<file path="src/rtl/mmu_maint_pkg.sv">
package mmu_maint_pkg;

    localparam int MODE_W     = 4;
    localparam int N_SIDES    = 2;
    localparam int OFS_MODE   = 0;
    localparam int OFS_STATUS = 1;

    typedef enum logic [1:0] {
        ST_IDLE      = 2'd0,
        ST_TRANSLATE = 2'd1,
        ST_CACHE_OP  = 2'd2,
        ST_DONE      = 2'd3
    } seq_state_e;

    // Command kind equals the cache opcode for the three cache commands
    typedef enum logic [1:0] {
        CMD_TLB_INV  = 2'd0,
        CMD_FLUSH    = 2'd1,
        CMD_LINE_INV = 2'd2,
        CMD_PREFETCH = 2'd3
    } cmd_kind_e;

    typedef struct packed {
        logic itlb;
        logic dtlb;
        logic icache;
        logic dcache;
    } mode_t;

    typedef struct packed {
        logic      side;   // 1 instruction, 0 data
        cmd_kind_e kind;
    } cmd_t;

    function automatic logic tlb_on(mode_t m, logic side);
        return side ? m.itlb : m.dtlb;
    endfunction

    function automatic logic cache_on(mode_t m, logic side);
        return side ? m.icache : m.dcache;
    endfunction

endpackage

</file>
<file path="src/rtl/mmu_maint_regs.sv">
module mmu_maint_regs
    import mmu_maint_pkg::*;
#(
    parameter int OFS_W = 4,
    parameter int DW    = 32
) (
    input  logic             clk,
    input  logic             rst,
    input  logic             wr_fire,
    input  logic [OFS_W-1:0] wr_offset,
    input  logic [DW-1:0]    wr_data,
    input  logic             rd_en,
    input  logic [OFS_W-1:0] rd_offset,
    input  logic             err_set,
    input  logic             busy,
    output mode_t            mode,
    output logic             cmd_fire,
    output cmd_t             cmd,
    output logic [DW-1:0]    rd_data
);

    localparam logic [OFS_W-1:0] MODE_OFS   = OFS_W'(OFS_MODE);
    localparam logic [OFS_W-1:0] STATUS_OFS = OFS_W'(OFS_STATUS);
    localparam logic [OFS_W-1:0] CMD_GROUP  = OFS_W'(1);

    logic err_q;
    logic is_cmd;
    logic rd_status;

    assign is_cmd    = (wr_offset >> 3) == CMD_GROUP;
    assign cmd_fire  = wr_fire && is_cmd;
    assign cmd.side  = wr_offset[2];
    assign cmd.kind  = cmd_kind_e'(wr_offset[1:0]);
    assign rd_status = rd_en && (rd_offset == STATUS_OFS);

    always_ff @(posedge clk) begin
        if (rst) begin
            mode <= '0;
        end else if (wr_fire && wr_offset == MODE_OFS) begin
            mode <= mode_t'(wr_data[MODE_W-1:0]);
        end
    end

    always_ff @(posedge clk) begin
        if (rst) begin
            err_q <= 1'b0;
        end else if (err_set) begin
            err_q <= 1'b1;
        end else if (rd_status) begin
            err_q <= 1'b0;
        end
    end

    always_comb begin
        rd_data = '0;
        if (rd_en) begin
            if (rd_offset == MODE_OFS) begin
                rd_data[MODE_W-1:0] = mode;
            end else if (rd_offset == STATUS_OFS) begin
                rd_data[1:0] = {busy, err_q};
            end
        end
    end

endmodule

</file>
<file path="src/rtl/mmu_maint_seq.sv">
module mmu_maint_seq
    import mmu_maint_pkg::*;
#(
    parameter int AW = 32
) (
    input  logic          clk,
    input  logic          rst,
    input  mode_t         mode,
    input  logic          cmd_fire,
    input  cmd_t          cmd,
    input  logic [AW-1:0] cmd_addr,
    input  logic          tlb_ack,
    input  logic [AW-1:0] tlb_paddr,
    input  logic          tlb_fault,
    input  logic          cache_ack,
    output seq_state_e    state,
    output cmd_t          cur,
    output logic [AW-1:0] cur_vaddr,
    output logic [AW-1:0] cur_paddr,
    output logic          err_set
);

    seq_state_e nxt;
    logic       xlate_ok;

    assign xlate_ok = (state == ST_TRANSLATE) && tlb_ack && !tlb_fault &&
                      (cur.kind != CMD_TLB_INV);
    assign err_set  = (state == ST_TRANSLATE) && tlb_ack && tlb_fault &&
                      (cur.kind != CMD_TLB_INV);

    always_comb begin
        nxt = state;
        unique case (state)
            ST_IDLE: begin
                if (cmd_fire) begin
                    if (cmd.kind == CMD_TLB_INV) begin
                        nxt = ST_TRANSLATE;
                    end else if (!cache_on(mode, cmd.side)) begin
                        nxt = ST_DONE;
                    end else if (cmd.kind == CMD_FLUSH) begin
                        nxt = ST_CACHE_OP;
                    end else if (tlb_on(mode, cmd.side)) begin
                        nxt = ST_TRANSLATE;
                    end else begin
                        nxt = ST_CACHE_OP;
                    end
                end
            end
            ST_TRANSLATE: begin
                if (tlb_ack) begin
                    nxt = xlate_ok ? ST_CACHE_OP : ST_DONE;
                end
            end
            ST_CACHE_OP: begin
                if (cache_ack) begin
                    nxt = ST_DONE;
                end
            end
            default: nxt = ST_IDLE;
        endcase
    end

    always_ff @(posedge clk) begin
        if (rst) begin
            state     <= ST_IDLE;
            cur       <= '0;
            cur_vaddr <= '0;
            cur_paddr <= '0;
        end else begin
            state <= nxt;
            if (state == ST_IDLE && cmd_fire) begin
                cur       <= cmd;
                cur_vaddr <= cmd_addr;
                cur_paddr <= cmd_addr;
            end else if (xlate_ok) begin
                cur_paddr <= tlb_paddr;
            end
        end
    end

endmodule

</file>
<file path="src/rtl/mmu_side_port.sv">
module mmu_side_port
    import mmu_maint_pkg::*;
#(
    parameter int   AW   = 32,
    parameter logic SIDE = 1'b0
) (
    input  seq_state_e    state,
    input  cmd_t          cur,
    input  logic [AW-1:0] cur_vaddr,
    input  logic [AW-1:0] cur_paddr,
    output logic          tlb_req,
    output logic          tlb_op,
    output logic [AW-1:0] tlb_vaddr,
    output logic          cache_req,
    output logic [1:0]    cache_op,
    output logic [AW-1:0] cache_addr
);

    logic mine;

    assign mine       = (cur.side == SIDE);
    assign tlb_req    = mine && (state == ST_TRANSLATE);
    assign tlb_op     = (cur.kind == CMD_TLB_INV);
    assign tlb_vaddr  = mine ? cur_vaddr : '0;
    assign cache_req  = mine && (state == ST_CACHE_OP);
    assign cache_op   = mine ? 2'(cur.kind) : 2'b00;
    assign cache_addr = mine ? cur_paddr : '0;

endmodule

</file>
<file path="src/rtl/mmu_maint_ctrl.sv">
module mmu_maint_ctrl
    import mmu_maint_pkg::*;
#(
    parameter int AW    = 32,
    parameter int OFS_W = 4
) (
    input  logic                clk,
    input  logic                rst,
    input  logic                wr_valid,
    output logic                wr_ready,
    input  logic [OFS_W-1:0]    wr_offset,
    input  logic [AW-1:0]       wr_data,
    input  logic                rd_en,
    input  logic [OFS_W-1:0]    rd_offset,
    output logic [AW-1:0]       rd_data,
    output logic [MODE_W-1:0]   mode_o,
    output logic                busy,
    output logic [1:0]          tlb_req,
    output logic [1:0]          tlb_op,
    output logic [2*AW-1:0]     tlb_vaddr,
    input  logic [1:0]          tlb_ack,
    input  logic [2*AW-1:0]     tlb_paddr,
    input  logic [1:0]          tlb_fault,
    output logic [1:0]          cache_req,
    output logic [3:0]          cache_op,
    output logic [2*AW-1:0]     cache_addr,
    input  logic [1:0]          cache_ack
);

    mode_t         mode;
    logic          wr_fire;
    logic          cmd_fire;
    cmd_t          cmd;
    logic          err_set;
    seq_state_e    state;
    cmd_t          cur;
    logic [AW-1:0] cur_vaddr;
    logic [AW-1:0] cur_paddr;

    assign wr_ready = (state == ST_IDLE);
    assign busy     = (state != ST_IDLE);
    assign wr_fire  = wr_valid && wr_ready;
    assign mode_o   = mode;

    mmu_maint_regs #(.OFS_W(OFS_W), .DW(AW)) u_regs (
        .clk       (clk),
        .rst       (rst),
        .wr_fire   (wr_fire),
        .wr_offset (wr_offset),
        .wr_data   (wr_data),
        .rd_en     (rd_en),
        .rd_offset (rd_offset),
        .err_set   (err_set),
        .busy      (busy),
        .mode      (mode),
        .cmd_fire  (cmd_fire),
        .cmd       (cmd),
        .rd_data   (rd_data)
    );

    mmu_maint_seq #(.AW(AW)) u_seq (
        .clk       (clk),
        .rst       (rst),
        .mode      (mode),
        .cmd_fire  (cmd_fire),
        .cmd       (cmd),
        .cmd_addr  (wr_data),
        .tlb_ack   (tlb_ack[cur.side]),
        .tlb_paddr (tlb_paddr[cur.side*AW +: AW]),
        .tlb_fault (tlb_fault[cur.side]),
        .cache_ack (cache_ack[cur.side]),
        .state     (state),
        .cur       (cur),
        .cur_vaddr (cur_vaddr),
        .cur_paddr (cur_paddr),
        .err_set   (err_set)
    );

    for (genvar s = 0; s < N_SIDES; s++) begin : g_side
        mmu_side_port #(.AW(AW), .SIDE(1'(s))) u_port (
            .state      (state),
            .cur        (cur),
            .cur_vaddr  (cur_vaddr),
            .cur_paddr  (cur_paddr),
            .tlb_req    (tlb_req[s]),
            .tlb_op     (tlb_op[s]),
            .tlb_vaddr  (tlb_vaddr[s*AW +: AW]),
            .cache_req  (cache_req[s]),
            .cache_op   (cache_op[2*s +: 2]),
            .cache_addr (cache_addr[s*AW +: AW])
        );
    end

endmodule

</file>
<file path="config.mk">
export PLATFORM = sky130hd
export DESIGN_NAME = mmu_maint_ctrl
export DESIGN_NICKNAME = d
export VERILOG_FILES = /design/src/rtl/mmu_maint_pkg.sv /design/src/rtl/mmu_maint_regs.sv /design/src/rtl/mmu_maint_seq.sv /design/src/rtl/mmu_side_port.sv /design/src/rtl/mmu_maint_ctrl.sv
export SDC_FILE = /design/constraint.sdc
export NUM_CORES = 1
export LEC_CHECK = 0
export BUFFER_PORTS_ARGS = -buffer_cell sky130_fd_sc_hd__clkbuf_2
export CAP_MARGIN = 20
export CORE_AREA = 4 4 111 113
export DETAILED_ROUTE_END_ITERATION = 16
export DIE_AREA = 0 0 115 117
export PLACE_DENSITY_LB_ADDON = 0.05
export SETUP_SLACK_MARGIN = 0.02
export SLEW_MARGIN = 0
export SYNTH_ARGS = -nofsm -noshare
export SYNTH_HDL_FRONTEND = slang
export SYNTH_SLANG_ARGS = --single-unit
</file>
<file path="constraint.sdc">
create_clock -name clk -period 2.2 [get_ports clk]
set_input_delay 0.44 -clock clk [delete_from_list [all_inputs] [get_ports clk]]
set_output_delay 0.44 -clock clk [all_outputs]
set_load 0.03 [all_outputs]
</file>
# Word-level counts from Yosys, hierarchy flattened
# Index checks and enable logic that the tools add are counted.
# word_totals
reg_bits	74
mem_count	0
word_cells	76
romBits	0
out_inout_bits	176
latchBits	0
ramBits	0
# op_classes
n_addsub	0
div_mod_pow	0
n_lt_le_gt_ge	1
eq_ne	7
shifts	1
mux	31
multipliers	0
reduce_logical	25
n_bitwise	1
# op_table
op	n
$mux W32	6
$shiftx A64 B7 Y32	1
$mux W2	12
$logic_and A1 B1 Y1	14
$mux W1	11
$logic_not A4 Y1	2
$reduce_bool A2 Y1	4
$logic_not A2 Y1	3
$pmux W2 S3	1
$eq A2 B1 Y1 const B	2
$eq A4 B1 Y1 const B	1
$mux W4	1
$ne A2 B2 Y1 const B	2
$reduce_and A3 Y1	1
$eq A2 B2 Y1 const B	1
$lt A1 B2 Y1 const B	1
$ne A2 B1 Y1 const B	1
$logic_not A1 Y1	1
$not A1 Y1	1

# Longest topological paths before layout
# Gate-level depths: netlist (run 1).
# logic_depth
ltp_word	8
depth_mapped	9
mapped_depth_nobuf	6

# By module
# From an unflattened synthesis (run 1), not the netlist that was laid out.
# unflattened
hier_cells	585
hier_area_um2	4998.5
# modules_own_cells
module	cells_per_inst	n_inst	area_per_inst_um2
mmu_maint_seq	328	1	2884.0
mmu_maint_ctrl	42	1	595.6
mmu_maint_regs	63	1	523.0
mmu_side_port (g_side[1].u_port)	76	1	514.2
mmu_side_port (g_side[0].u_port)	76	1	481.7

# Least setup slack after synthesis (run 1)
# OpenSTA, ideal clock, no wires.
# synth_timing
kind	input to output
startpoint	in rd_offset[1]
endpoint	out rd_data[1]
path_stages	2
path_slack_ns	-0.185
arrival_ns	1.945
path_buffers	0
required_time_ns	1.760
path_cell_list	or4b_2 -> a211oi_1
# synth_via
elab_chain_len	4
word_cells_on_any_way	5
# synth_rtl
element	line_no	rtl
from (decl)	mmu_maint_ctrl.sv:14	input logic [OFS_W-1:0] rd_offset,
$eq A4 B1 Y1	mmu_maint_regs.sv:59	end else if (rd_offset == STATUS_OFS) begin
$mux W2	mmu_maint_regs.sv:59	
$mux W2 *	mmu_maint_regs.sv:57	if (rd_offset == MODE_OFS) begin
$mux W4 *	mmu_maint_regs.sv:56	if (rd_en) begin
to (decl)	mmu_maint_ctrl.sv:15	output logic [AW-1:0] rd_data,
# Mark *: on every way between the ends. The rest lies on a longest branch, timed or not.

# Worst setup path in the final report (run 1)
# layout_timing
startpoint	reg u_seq.cur[2] (netlist name)
endpoint	out cache_addr[63]
# layout_via
elab_chain_len	1
# layout_rtl
element	line_no	rtl
$mux W32	mmu_side_port.sv:27	assign cache_addr = mine ? cur_paddr : '0;
to (decl)	mmu_maint_ctrl.sv:26	output logic [2*AW-1:0] cache_addr,
# No other way between the ends.

==> results.ini, run 1 <==
[run_status]
status=finished, final reports clean

[setup_path]
crit_chain=buf_12 -> buf_16 -> and2_1 -> clkbuf_2
setup.worst_path.start_class=register
r2r_cells=7
r2r_start=u_seq.state[1]
critPathMaxStageDelay_ns=0.49
arrival_ns=1.65
required_ns=1.76
crit_fanout=57
startpoint=u_seq.cur[2]
cp-endpoint=cache_addr[63]
rrSetupSlack_ns=0.16
critPathKind=reg -> out
worst_r2r_endpoint=u_seq.cur_paddr[20]
crit_slowest_cell=dfxtp_4
setup.worst_path.end_class=output pin

[power]
peakVddDrop_uv=467
power_mw=5.11
powerDensity_nw_per_um2=806
p_leak_nw=3.12

[floorplanning]
ios=290
die_y_microns=117
start_util_pct=41.0
die_w_microns=115
num_rows=39
die_area_sq_um=13500
coreArea_sq_um=11300

[sta]
hold_viol=0
maxSlewHeadroom_pct=59.5
fin_skew_ns=0.00538
period_share_pct=94.9
fin_tns_setup_ns=0
fin_ws_ns=0.112
tightest_slew_ns=0.601
rsz0062_at_grt=no
setup_viol=0
fin_crit_ns=2.09
slew_violations=0
clock.fmax_ghz=0.479

[logic_synthesis]
ys_top_cells_by_area=dfxtp_1 32%, mux2i_1 15%, and2_1 9.4%, nor2b_1 9.3%, buf_4 5.5%
ys_seq_area_share_pct=31.9
syn_area_sq_um=4640
synth_area_per_cell_sq_um=8.06
ys_types=37
synth_top_area_cell=dfxtp_1
yosysTopAreaCellShare_pct=31.9
ys_warn_count=0
yosysMostFrequentCell=dfxtp_1
async_flop_share_pct=0
synth_edf_count=0
syn_inst=576
ys_seq_elements=74
synth_flop_cell=dfxtp_1
yosys-top-cells-count=74 x dfxtp_1, 70 x and2_1, 69 x nor2b_1

[finish]
fin_util_pct=56.0
final_layout_size_suffix_gt1_share_pct=38.4
nFillCells=1068
nNetsFinal=931
antenna_cells=0
area_delta_synth_final_pct=36.4
stdcell_count=961

[grt]
antenna_found_initial=0
grt_overflow=0
grt_pass1_vias=4412
grt_max_degree=67
grt_pass1_wl_microns=22100
grt_use_total_pct=20.7

[hold_path]
hold_path.class=in -> reg

[clocking]
ctsRootBufferMaster=clkbuf_16
clockBufferDepth=2
clk_latency_ns=0.33
cts_sinks=74
clk_pin_slew_worst_paths_ns=0.06
htreeDepth=3
cts_tree=built
cts_buffers=9

[placed_design]
dpl.hpwl_microns=11300
pre_cts_slack_ns=0.0159
dp_cells=943
io_buffers=261
gp_congestion=0.817

[detailed_routing]
wl_per_cell_microns=15.4
first_pass_iters=4
antenna_left=0
wirelength_microns=14800
drtIter0Drc=171
drc_errors=0
vias=4693
via_per_inst=4.88

[job]
max_cap_viol_count=0

worst min-delay path by stage:
stage | start | cells past startpoint | end
2_1_floorplan | u_seq.cur_vaddr[0] | 2 | u_seq.cur_vaddr[0]
3_3_place_gp | u_seq.cur_vaddr[6] | 2 | u_seq.cur_vaddr[6]
3_5_place_dp | u_seq.cur_vaddr[9] | 2 | u_seq.cur_vaddr[9]
4_1_cts | wr_data[6] | 3 | u_seq.cur_vaddr[6]
5_1_grt | wr_data[30] | 3 | u_seq.cur_vaddr[30]
6_report | wr_data[14] | 3 | u_seq.cur_vaddr[14]
per-layer routing:
metal	up-vias	part of all wire, %	wire length [microns]	global-route usage [%]
li1	2343	-	-	-
met1	2150	42	6180	25.1
met2	181	49	7290	36.7
met3	19	7.2	1060	3.96
met4	0	1.8	269	6.96
met5	-	0	0	0
sequential cells by signal, indices dropped and copies added, names as in the netlist:
name             cells
u_seq.cur_paddr     32
u_seq.cur_vaddr     32
u_regs.mode          4
u_seq.cur            3
u_seq.state          2
u_regs.err_q         1
cells by family after synthesis:
family                   after synthesis  synth area share [%]
AND/OR/NAND/NOR                      258                  30.6
buffers and inverters                 86                  10.8
AO/OA/AOI/OAI                         79                  9.32
multiplexers                          74                  16.2
flip-flops                            74                  31.9
adder cells (fa/ha/maj)                4                  1.08
other                                  1                0.0807
critical path: cells and delay by family, from the launching register on:
kind,cells,cell delay [ns]
simple gates,1,0.17
flops,1,0.49
buf+inv,3,0.63
power by group:
part           switching, mW  total, mW  internal (mW)
logic                   1.23       1.91          0.676
clock network          0.536       1.55           1.01
registers              0.138       1.65           1.51
metrics by stage:
step,hold slack (ns),area [sq um]
finish,0.369,6340
global route,0.374,6340
CTS,0.357,6260
detailed placement,0.457,5940
global placement,0.451,5940
floorplan,0.440,4750
what timing repair did:
item / 4_1_cts / 5_1_grt
gates cloned: 0 / 2
hold buffers: 0 / 0
setup endpoints to repair: 1 / 51
resized for setup: 1 / 6
buffers inserted: 0 / 0
layout by cell type (no fill, tap or decap), types with 30 or more instances in the layout:
master and instances:
a21oi_1 36, and2_1 70, clkbuf_2 259, dfxtp_1 73
mux2i_1 68, nand2_1 43, nor2_1 36, nor2b_1 69
o21ai_0 30
area by class of cell:
type                            instances  area [sq um]  share of cell area (%)
Inverter                                4          15.0                   0.237
Clock buffer                           10           239                    3.77
Tap cell                              143           179                    2.82
Sequential cell                        74          1490                    23.4
Clock inverter                          6          80.1                    1.26
Timing Repair Buffer                  281          1550                    24.4
Multi-Input combinational cell        443          2790                    44.0
Power figures use the tool's default switching activity.
==> run 2: changes to the inputs <==
Settings changed: CTS_CLUSTER_SIZE set to 40, SYNTH_HIERARCHICAL set to 1.
==> results.ini, run 2 <==
[run_status]
status=finished, final reports clean

[setup_path]
path_buf_inv=2
crit_chain=clkbuf_8 -> and2_1 -> clkbuf_2
setup.worst_path.end_class=output pin
setup.worst_path.start_class=register
critPathMaxStageDelay_ns=0.43
critPathKind=reg -> out
crit_family=buffers and inverters
required_ns=1.76
arrival_ns=1.62
crit_fanout=83
rrSetupSlack_ns=0.28
crit_slowest_cell=clkbuf_8

[clocking]
clk_latency_ns=0.32
cts_sinks=74
ctsRootBufferMaster=clkbuf_16
clk_pin_slew_worst_paths_ns=0.06
clockBufferDepth=2
htreeDepth=3
cts_tree=built
cts_hold_buf=0
cts_buffers=9

[power]
p_switching_mw=2.35
p_seq_share_pct=29.2
p_sw_share_pct=39.9
peakVddDrop_uv=510
combPwrFrac_pct=44.4
p_int_mw=3.54
clockPowerShare_pct=26.4
p_leak_nw=3.26
powerDensity_nw_per_um2=897

[finish]
final_cell_mix=260 x clkbuf_2, 103 x nand2_1, 73 x dfxtp_1
antenna_cells=0
regArea_sq_um=1490
multi_input_area_sq_um=3050
stdcell_count=975
top_regs=u_seq/cur_paddr x32, u_seq/cur_vaddr x32, u_regs/mode x4
final_common_cell=clkbuf_2
nFillCells=1037
final_layout_size_suffix_gt1_share_pct=46.6
area_delta_synth_final_pct=31.3
nNetsFinal=946

[logic_synthesis]
ys_top_cells_by_area=dfxtp_1 30%, mux2_4 9.0%, a311oi_2 8.4%, nor2b_1 8.3%, nand2_1 7.8%
yosysTopAreaCellShare_pct=29.6
ys_warn_count=6
async_flop_share_pct=0
synth.mux.area_fraction_pct=11.1
yosys.area_share.simple_pct=32.0
synth_edf_count=0
yosys-top-cells-count=104 x nand2_1, 74 x dfxtp_1, 66 x nor2b_1
ys_seq_area_share_pct=29.6
synth_area_per_cell_sq_um=8.54
ys_seq_elements=74
syn_area_sq_um=5000
synth-compound-area-share_pct=14.8
synth-xor-area-share_pct=0
yosysMostFrequentCell=nand2_1
synthAdderAreaFrac_pct=1.00
synth_top_area_cell=dfxtp_1
synth_flop_cell=dfxtp_1
syn_inst=585
ys_types=39
synth_top_family_by_area=simple AND/OR/NAND/NOR gates

[grt]
grt_max_degree=84
grt_overflow=0
grt_pass1_vias=4375
grt_use_total_pct=19.2
grt_pass1_wl_microns=21100
antenna_found_initial=0

[floorplanning]
ios=290
die_y_microns=117
die_area_sq_um=13500
start_util_pct=44.2
die_w_microns=115
num_rows=39
coreArea_sq_um=11300

[sta]
hold_viol=0
setup_viol=0
rsz0062_at_grt=no
fin_crit_ns=2.06
fin_tns_setup_ns=0
period_share_pct=93.7
slew_violations=0
clock.fmax_ghz=0.485
fin_skew_ns=0.00803

[hold_path]
hold_path.class=in -> reg

[placed_design]
dpl.hpwl_microns=10700
io_buffers=261
dp_cells=956
gp_congestion=0.785

[detailed_routing]
vias=4667
wirelength_microns=13700
first_pass_iters=4
drc_errors=0
via_per_inst=4.79
wl_per_cell_microns=14.1
antenna_left=0
drtIter0Drc=150

[job]
max_cap_viol_count=0

run 2: cell types whose count changed in the layout (fill, tap and decap cells not counted), sizes merged, moves of 23 or more:
cell / before / now
nand4: 28 / 0
o21ai: 30 / 7
mux2i: 68 / 5
a311oi: 0 / 33
nand2: 43 / 104
mux2: 6 / 35
run 2: timing repair:
action                     4_1_cts  5_1_grt
buffers inserted                 0        4
pin swaps                        0        1
gates resized for setup          1        2
setup endpoints to repair       34       15
run 2: power by group through the flow:
stage	sequential (mW)	clock, mW	combinational (mW)
floorplan	1.71	0	2.01
global placement	1.74	0	2.53
detailed placement	1.75	0	2.58
CTS	1.72	1.60	2.59
global route	1.75	1.66	2.85
finish	1.72	1.55	2.61
run 2: cells by family (layout without fill, tap and decap cells):
group / Yosys count / count (layout)
buffers and inverters: 81 / 301
AND/OR/NAND/NOR: 303 / 303
flip-flops: 74 / 74
adder cells (fa/ha/maj): 4 / 4
other: 1 / 28
multiplexers: 40 / 40
AO/OA/AOI/OAI: 82 / 82
run 2: worst paths after layout:
path              cells past startpoint             endpoint                start
hold reg to reg                       2  u_seq/cur_vaddr[14]  u_seq/cur_vaddr[14]
setup reg to reg                      7  u_seq/cur_paddr[15]       u_seq/state[0]
setup / recovery                      3        tlb_vaddr[43]         u_seq/cur[2]
hold / removal                        3  u_seq/cur_vaddr[22]          wr_data[22]
run 2: metal layers:
layer / vias to the layer above / global-route usage, % / part of all wire, %
met5: - / 0 / 0
met4: 0 / 5.95 / 1.3
met3: 14 / 3.39 / 7.1
met2: 174 / 35.0 / 50
met1: 2110 / 23.1 / 41
li1: 2369 / - / -
run 2: per-stage QoR:
stage | total power [mW] | utilization (%) | hold slack, ns | instance area (sq um) | setup slack, ns
after floorplan | 3.72 | - | 0.440 | 5100 | 0.211
after global placement | 4.28 | 54.7 | 0.447 | 6190 | 0.0630
after detailed placement | 4.33 | 54.7 | 0.461 | 6190 | 0.0286
after CTS | 5.91 | 57.5 | 0.371 | 6510 | 0.0909
after global routing | 6.26 | 58.0 | 0.394 | 6560 | 0.0334
final | 5.89 | 58.0 | 0.382 | 6560 | 0.139
run 2: worst min-delay path, cell delays in order:
cell	delay, ns
clkbuf_2	0.08
nand2_1	0.08
a21oi_1	0.06
run 2: area by class of cell:
cell class                      count  share of cell area, %
Tap cell                          143                   2.73
Multi-Input combinational cell    457                   46.5
Inverter                            7                  0.400
Clock buffer                       10                   3.64
Timing Repair Buffer              279                   22.9
Sequential cell                    74                   22.6
Clock inverter                      5                   1.20
